--- src/rtl/evwdt_pkg.sv ---
// Package: shared register offsets, bit positions and the host command
// type for the event-reloaded watchdog.
// Assumes the data path is at least 8 bits wide.
package evwdt_pkg;
    // Register offsets in the flat host map
    localparam int REG_RELOAD = 0;
    localparam int REG_CTRL   = 1;
    localparam int REG_CFG    = 2;
    localparam int REG_COUNT  = 3;

    // Control register bits
    localparam int CTRL_STAT  = 0;
    localparam int CTRL_FORCE = 2;

    // Configuration register: event enables at bits 0..2, channel from bit 4
    localparam int NUM_EV   = 3;
    localparam int CHAN_LSB = 4;

    // Decoded host write command, consumed by the counter
    typedef struct packed {
        logic ld;       // reload register write
        logic ctrl_wr;  // control register write
        logic force_to; // control write with the force bit set
        logic stat_wv;  // value the flag takes on a control write
    } wr_cmd_t;
endpackage

--- src/rtl/evwdt_regs.sv ---
// Module: host register file. Holds the reload value, the event enables
// and the channel number, decodes writes into a command for the counter,
// and muxes the read data.
// Assumes single-cycle writes and combinational reads.
module evwdt_regs
    import evwdt_pkg::*;
#(
    parameter int CNT_W  = 8,
    parameter int CHAN_W = 4,
    parameter int DATA_W = 8,
    parameter int ADDR_W = 2
) (
    input  logic              clk,
    input  logic              rst_n,
    input  logic              wr,
    input  logic [ADDR_W-1:0] addr,
    input  logic [DATA_W-1:0] wdata,
    input  logic              status,
    input  logic [CNT_W-1:0]  count,
    output logic [CNT_W-1:0]  reload_val,
    output logic [NUM_EV-1:0] ev_en,
    output logic [CHAN_W-1:0] chan,
    output wr_cmd_t           cmd,
    output logic [DATA_W-1:0] rdata
);
    logic sel_reload, sel_ctrl, sel_cfg, sel_count;

    // Address decode
    always_comb begin
        sel_reload = (addr == ADDR_W'(REG_RELOAD));
        sel_ctrl   = (addr == ADDR_W'(REG_CTRL));
        sel_cfg    = (addr == ADDR_W'(REG_CFG));
        sel_count  = (addr == ADDR_W'(REG_COUNT));
    end

    // Write command for the counter
    always_comb begin
        cmd.ld       = wr && sel_reload;
        cmd.ctrl_wr  = wr && sel_ctrl;
        cmd.force_to = wr && sel_ctrl && wdata[CTRL_FORCE];
        cmd.stat_wv  = wdata[CTRL_STAT] | wdata[CTRL_FORCE];
    end

    // Reload value storage
    always_ff @(posedge clk) begin
        if (!rst_n)          reload_val <= '0;
        else if (cmd.ld)     reload_val <= wdata[CNT_W-1:0];
    end

    // Configuration storage: enables and channel
    always_ff @(posedge clk) begin
        if (!rst_n) begin
            ev_en <= '0;
            chan  <= '0;
        end else if (wr && sel_cfg) begin
            ev_en <= wdata[NUM_EV-1:0];
            chan  <= wdata[CHAN_LSB +: CHAN_W];
        end
    end

    // Read mux; the force bit always reads as zero
    always_comb begin
        rdata = '0;
        if (sel_reload)     rdata[CNT_W-1:0] = reload_val;
        else if (sel_ctrl)  rdata[CTRL_STAT] = status;
        else if (sel_cfg) begin
            rdata[NUM_EV-1:0]          = ev_en;
            rdata[CHAN_LSB +: CHAN_W]  = chan;
        end
        else if (sel_count) rdata[CNT_W-1:0] = count;
    end

    // the force bit is never visible on a control read
    a_r9_force_reads_zero: assert property (@(posedge clk) disable iff (!rst_n)
        sel_ctrl |-> !rdata[CTRL_FORCE]);
endmodule

--- src/rtl/evwdt_event.sv ---
// Module: reload-event qualifier. Turns the keyboard pulse, the mouse
// pulse and an I/O cycle at the game-port address into one reload hit,
// each gated by its own enable.
// Assumes all pulses are synchronous and one clock wide.
module evwdt_event
    import evwdt_pkg::*;
#(
    parameter int          IOA_W    = 16,
    parameter logic [15:0] JOY_ADDR = 16'h0201
) (
    input  logic              kbd,
    input  logic              mouse,
    input  logic              io_stb,
    input  logic [IOA_W-1:0]  io_addr,
    input  logic [NUM_EV-1:0] en,
    output logic              hit
);
    logic [NUM_EV-1:0] src;
    logic [NUM_EV-1:0] gated;

    // Raw event sources in enable-bit order
    always_comb src = {io_stb && (io_addr == IOA_W'(JOY_ADDR)), mouse, kbd};

    // One enable gate per source
    for (genvar i = 0; i < NUM_EV; i++) begin : g_gate
        assign gated[i] = src[i] & en[i];
    end

    assign hit = |gated;
endmodule

--- src/rtl/evwdt_counter.sv ---
// Module: down-counter and sticky time-out flag.
// The count priority is load, then force, then event reload, then tick.
// The flag priority is control write, then event clear, then expiry.
// Assumes tick is a one-clock strobe.
module evwdt_counter
    import evwdt_pkg::*;
#(
    parameter int CNT_W = 8
) (
    input  logic             clk,
    input  logic             rst_n,
    input  logic             tick,
    input  logic             hit,
    input  wr_cmd_t          cmd,
    input  logic [CNT_W-1:0] ld_val,
    input  logic [CNT_W-1:0] reload_val,
    output logic [CNT_W-1:0] count,
    output logic             status
);
    localparam logic [CNT_W-1:0] ONE = CNT_W'(1);

    logic running, expire;

    // Decrement and expiry qualifiers
    always_comb begin
        running = tick && (count != '0) && !cmd.ld && !cmd.force_to && !hit;
        expire  = running && (count == ONE);
    end

    // Count register
    always_ff @(posedge clk) begin
        if (!rst_n)            count <= '0;
        else if (cmd.ld)       count <= ld_val;
        else if (cmd.force_to) count <= '0;
        else if (hit)          count <= reload_val;
        else if (running)      count <= count - ONE;
    end

    // Sticky time-out flag
    always_ff @(posedge clk) begin
        if (!rst_n)           status <= 1'b0;
        else if (cmd.ctrl_wr) status <= cmd.stat_wv;
        else if (hit)         status <= 1'b0;
        else if (expire)      status <= 1'b1;
    end

    // a plain tick on a non-zero count decrements it
    a_r2_decrement: assert property (@(posedge clk) disable iff (!rst_n)
        (tick && count != '0 && !cmd.ld && !cmd.force_to && !hit)
        |=> count == $past(count) - ONE);
    // zero is a resting state without a load or event
    a_r3_hold_zero: assert property (@(posedge clk) disable iff (!rst_n)
        (count == '0 && !cmd.ld && !hit) |=> count == '0);
    // the last tick raises the flag
    a_r3_expire_sets: assert property (@(posedge clk) disable iff (!rst_n)
        (tick && count == ONE && !cmd.ld && !cmd.ctrl_wr && !hit) |=> status);
    // an accepted event restarts from the stored value and clears the flag
    a_r5_event_reload: assert property (@(posedge clk) disable iff (!rst_n)
        (hit && !cmd.ld && !cmd.force_to) |=> count == $past(reload_val));
    a_r5_event_clears: assert property (@(posedge clk) disable iff (!rst_n)
        (hit && !cmd.ctrl_wr) |=> !status);
    // force empties the counter and raises the flag
    a_r9_force: assert property (@(posedge clk) disable iff (!rst_n)
        cmd.force_to |=> (count == '0 && status));
endmodule

--- src/rtl/evwdt_top.sv ---
// Module: event-reloaded watchdog top. Ties together the register file,
// the event qualifier and the counter, and drives the interrupt, which
// follows the flag while a non-zero channel is stored.
// Assumes host writes and event pulses are synchronous to clk.
module evwdt_top
    import evwdt_pkg::*;
#(
    parameter int          CNT_W    = 8,
    parameter int          CHAN_W   = 4,
    parameter int          DATA_W   = 8,
    parameter int          ADDR_W   = 2,
    parameter int          IOA_W    = 16,
    parameter logic [15:0] JOY_ADDR = 16'h0201
) (
    input  logic              clk,
    input  logic              rst_n,
    input  logic              tick,
    input  logic              ev_kbd,
    input  logic              ev_mouse,
    input  logic              io_stb,
    input  logic [IOA_W-1:0]  io_addr,
    input  logic              hst_wr,
    input  logic [ADDR_W-1:0] hst_addr,
    input  logic [DATA_W-1:0] hst_wdata,
    output logic [DATA_W-1:0] hst_rdata,
    output logic              wdt_status,
    output logic              wdt_irq
);
    logic [CNT_W-1:0]  reload_val, count;
    logic [NUM_EV-1:0] ev_en;
    logic [CHAN_W-1:0] chan;
    logic              hit;
    wr_cmd_t           cmd;

    evwdt_regs #(.CNT_W(CNT_W), .CHAN_W(CHAN_W), .DATA_W(DATA_W), .ADDR_W(ADDR_W)) u_regs (
        .clk(clk), .rst_n(rst_n), .wr(hst_wr), .addr(hst_addr), .wdata(hst_wdata),
        .status(wdt_status), .count(count), .reload_val(reload_val), .ev_en(ev_en),
        .chan(chan), .cmd(cmd), .rdata(hst_rdata));

    evwdt_event #(.IOA_W(IOA_W), .JOY_ADDR(JOY_ADDR)) u_event (
        .kbd(ev_kbd), .mouse(ev_mouse), .io_stb(io_stb), .io_addr(io_addr),
        .en(ev_en), .hit(hit));

    evwdt_counter #(.CNT_W(CNT_W)) u_cnt (
        .clk(clk), .rst_n(rst_n), .tick(tick), .hit(hit), .cmd(cmd),
        .ld_val(hst_wdata[CNT_W-1:0]), .reload_val(reload_val),
        .count(count), .status(wdt_status));

    // Interrupt follows the flag while a channel is mapped
    assign wdt_irq = wdt_status && (chan != '0);

    // the request is never raised without the flag
    a_r10_irq_needs_status: assert property (@(posedge clk) disable iff (!rst_n)
        wdt_irq |-> wdt_status);
    // a rising request comes only with a mapped channel
    a_r10_irq_mapped: assert property (@(posedge clk) disable iff (!rst_n)
        $rose(wdt_irq) |-> (chan != '0));
endmodule

--- config.mk ---
export PLATFORM = sky130hd
export DESIGN_NAME = evwdt_top
export DESIGN_NICKNAME = d
export VERILOG_FILES = /design/src/rtl/evwdt_pkg.sv /design/src/rtl/evwdt_regs.sv /design/src/rtl/evwdt_event.sv /design/src/rtl/evwdt_counter.sv /design/src/rtl/evwdt_top.sv
export SDC_FILE = /design/constraint.sdc
export NUM_CORES = 1
export LEC_CHECK = 0
export CORE_AREA = 10 10 90 92
export DETAILED_ROUTE_END_ITERATION = 12
export DIE_AREA = 0 0 100 102
export SYNTH_ARGS = -nofsm -noshare
export SYNTH_HDL_FRONTEND = slang
export SYNTH_SLANG_ARGS = --single-unit
--- constraint.sdc ---
create_clock -name clk -period 2.74 [get_ports clk]
set_input_delay 0.548 -clock clk [delete_from_list [all_inputs] [get_ports clk]]
set_output_delay 0.548 -clock clk [all_outputs]
set_load 0.05 [all_outputs]
==> results_dict.tcl <==
set metrics [dict create \
    outcome "finished, final reports clean" \
    synthToLayoutAreaGrowth_pct 42.7 \
    dr.pass1.iters 4 \
    finalMaxSlewViolations 0 \
    hold_viol_final 0 \
    routed_via_density 5.09 \
    avgSynthCellArea_sq_um 8.60 \
    final_util 0.352 \
    dp_hpwl_um 3850 \
    synthCells 180 \
    layout-drive-gt1-share 0.156 \
    cts_buffers 3 \
    die_area_sq_mm 0.0102 \
    irDropWorstVdd_mv 0.252 \
    p_comb_frac 0.409 \
    grt_util_met3 0.0196 \
    grt_max_degree 29 \
    num-fill-cells 638 \
    cts_tree "built" \
    htreeDepth 1 \
    cts_hold_buf 0 \
    finClkSkew_ns 0.00284 \
    drc 0 \
    place_congestion 0.799 \
    layout_common_cells "clkdlybuf4s50_1 (34), dfxtp_1 (24), nand2_1 (22), nand3_1 (12), mux2i_1 (11)" \
    rows 29 \
    relSlewSlack 0.412 \
    cts_buffer_depth 2 \
    synthTopCellsByArea "dfxtp_1 (31%), mux2i_1 (7.1%), nand2_1 (5.3%), mux2_2 (5.1%), a22o_1 (4.0%)" \
    use_met2 0.163 \
    cts.sinks 24 \
    clk_latency_ns 0.27 \
    place_area_sq_mm 0.00215 \
    worstPathArrival_ns 1.93 \
    dominantRegCellSynth "dfxtp_1" \
    slowest_stage "clkdlybuf4s50_1" \
    p_total_mw 1.16 \
    worst_setup_path_start_kind "primary input" \
    syn_nets 216 \
    clkPwrFrac 0.212 \
    final_common_cell "clkdlybuf4s50_1" \
    fin_area_sq_mm 0.00221 \
    yosys.area.top_type "dfxtp_1" \
    rsz0062_at_grt "no" \
    synth_async_sr_flop_share 0 \
    pin_count 43 \
    grt_pass1_wl_um 7940 \
    p_seq_frac 0.379 \
    grtUsageMet1 0.109 \
    path_cells "clkdlybuf4s50_1 -> buf_4 -> mux2_2 -> a22o_1 -> buf_12" \
    p_switching_mw 0.402 \
    yosysWarnings 0 \
    worst_pin_slew_ns 0.882 \
    nets 261 \
    wirelength_um 4810 \
    grt_pass1_vias 1586 \
    ys_types 48 \
    final.min_clock_period_ns 2.48 \
    swShare 0.346 \
    grt-busiest-layer "met2" \
    end_kind "output port" \
    hp-class "reg -> reg" \
    synth_edf_count 0 \
    internal-power_mw 0.761 \
    finalCritPeriodShare 0.905 \
    cts_resized 0 \
    numPortBuffers 42 \
    yosysTopAreaCellShare 0.310 \
    criticalPathCategory "in -> out" \
    hold_slack_ns 0.495 \
    initial_core_util 0.247 \
    die_w_um 100 \
    p_per_area_mw_per_mm2 527 \
    critPathMaxStageDelay_ns 0.45 \
    overflow 0 \
    core_sq_mm 0.00628 \
    grt_use_total 0.0924 \
    drtAntennaViolNets 0 \
    antenna_found_initial 0 \
    fin_setup_tns_ns 0 \
    post-cts-setup-buffer-count 0 \
    syn_area_sq_mm 0.00155 \
    die_y_um 102 \
    wl_per_cell_um 16.0 \
    dr.first_iter.drc_count 85 \
    finalSetupViolCount 0 \
    cts_root_buffer "clkbuf_8" \
    fmax_mhz 403 \
    yosysSeqAreaShare 0.310 \
    worstPathMaxFanout 12 \
    ys_seq_elements 24 \
    num_antenna_cells 0 \
    max_cap_viol_count 0 \
    num_vias 1533 \
    path_clk_slew_ns 0.09 \
    cp.required_ns 2.19 \
    p_leak_nw 0.898 \
]
## cell usage after synthesis (all sizes together) (2+ instances only)
cell    number
or4          2
mux2         7
a21boi       7
o21ai        6
o22ai        2
o211ai       3
mux2i       11
nor2b        8
and3         5
nor2         6
clkbuf       9
nand3       12
a21oi        4
o31ai        4
a22o         7
dfxtp       24
inv          4
nor4         3
nand2       22
ha           3
nor3b        2
and2         3
a221oi       2
xnor2        2
## metal layers
metal	routed length (um)	share of wire
met3	170	0.035
met4	53	0.011
met2	2460	0.51
met5	0	0
met1	2130	0.44
## area by class of cell
cell class / instances / area [sq um] / share of cell area
flip-flops and latches: 24 / 480 / 0.218
repair buffers: 50 / 548 / 0.248
clock buffers: 4 / 55.1 / 0.0249
multi-input cells: 142 / 1010 / 0.459
inverters: 4 / 15.0 / 0.00680
well taps: 77 / 96.3 / 0.0436
## worst max-delay path: cells and delay by family
family / cells / cell delay [ns]
buffers and inverters: 3 / 0.80
AOI/OAI and AO/OA: 1 / 0.22
muxes: 1 / 0.35
## registers in the layout, indices dropped and copies added, names as in the netlist
| register | cells |
|---|---|
| u_cnt.count | 8 |
| u_regs.reload_val | 8 |
| u_regs.chan | 4 |
| u_regs.ev_en | 3 |
| u_cnt.status | 1 |
## power groups by stage
stage	logic (mW)	clock network (mW)	registers, mW
6_report	0.476	0.246	0.441
3_3_place_gp	0.475	0	0.449
5_1_grt	0.515	0.268	0.447
3_5_place_dp	0.474	0	0.448
4_1_cts	0.477	0.254	0.439
2_1_floorplan	0.321	0	0.428
## path summary, 6_finish.rpt
path | to | slack [ns] | startpoint | cells past startpoint
worst max register to register | u_cnt.count[2] | 0.63 | u_cnt.count[0] | 6
worst max-delay path | hst_rdata[1] | 0.26 | hst_addr[0] | 5
worst min-delay path | u_regs.reload_val[3] | 0.49 | u_regs.reload_val[3] | 2
worst min register to register | u_regs.reload_val[3] | 0.49 | u_regs.reload_val[3] | 2
## stage by stage
stage,worst slack (ns),std cells
after floorplan,0.549,180
after global placement,0.191,297
after detailed placement,0.113,297
final,0.259,301
after CTS,0.246,301
after global routing,0.207,301
## logic make-up after synthesis
kind of cell,share of synthesized area
simple gates,0.246
flops,0.310
fa+ha+maj,0.0243
buf+inv,0.0348
xor+xnor,0.0113
mux,0.137
compound gates,0.237
Power figures use the tool's default switching activity.
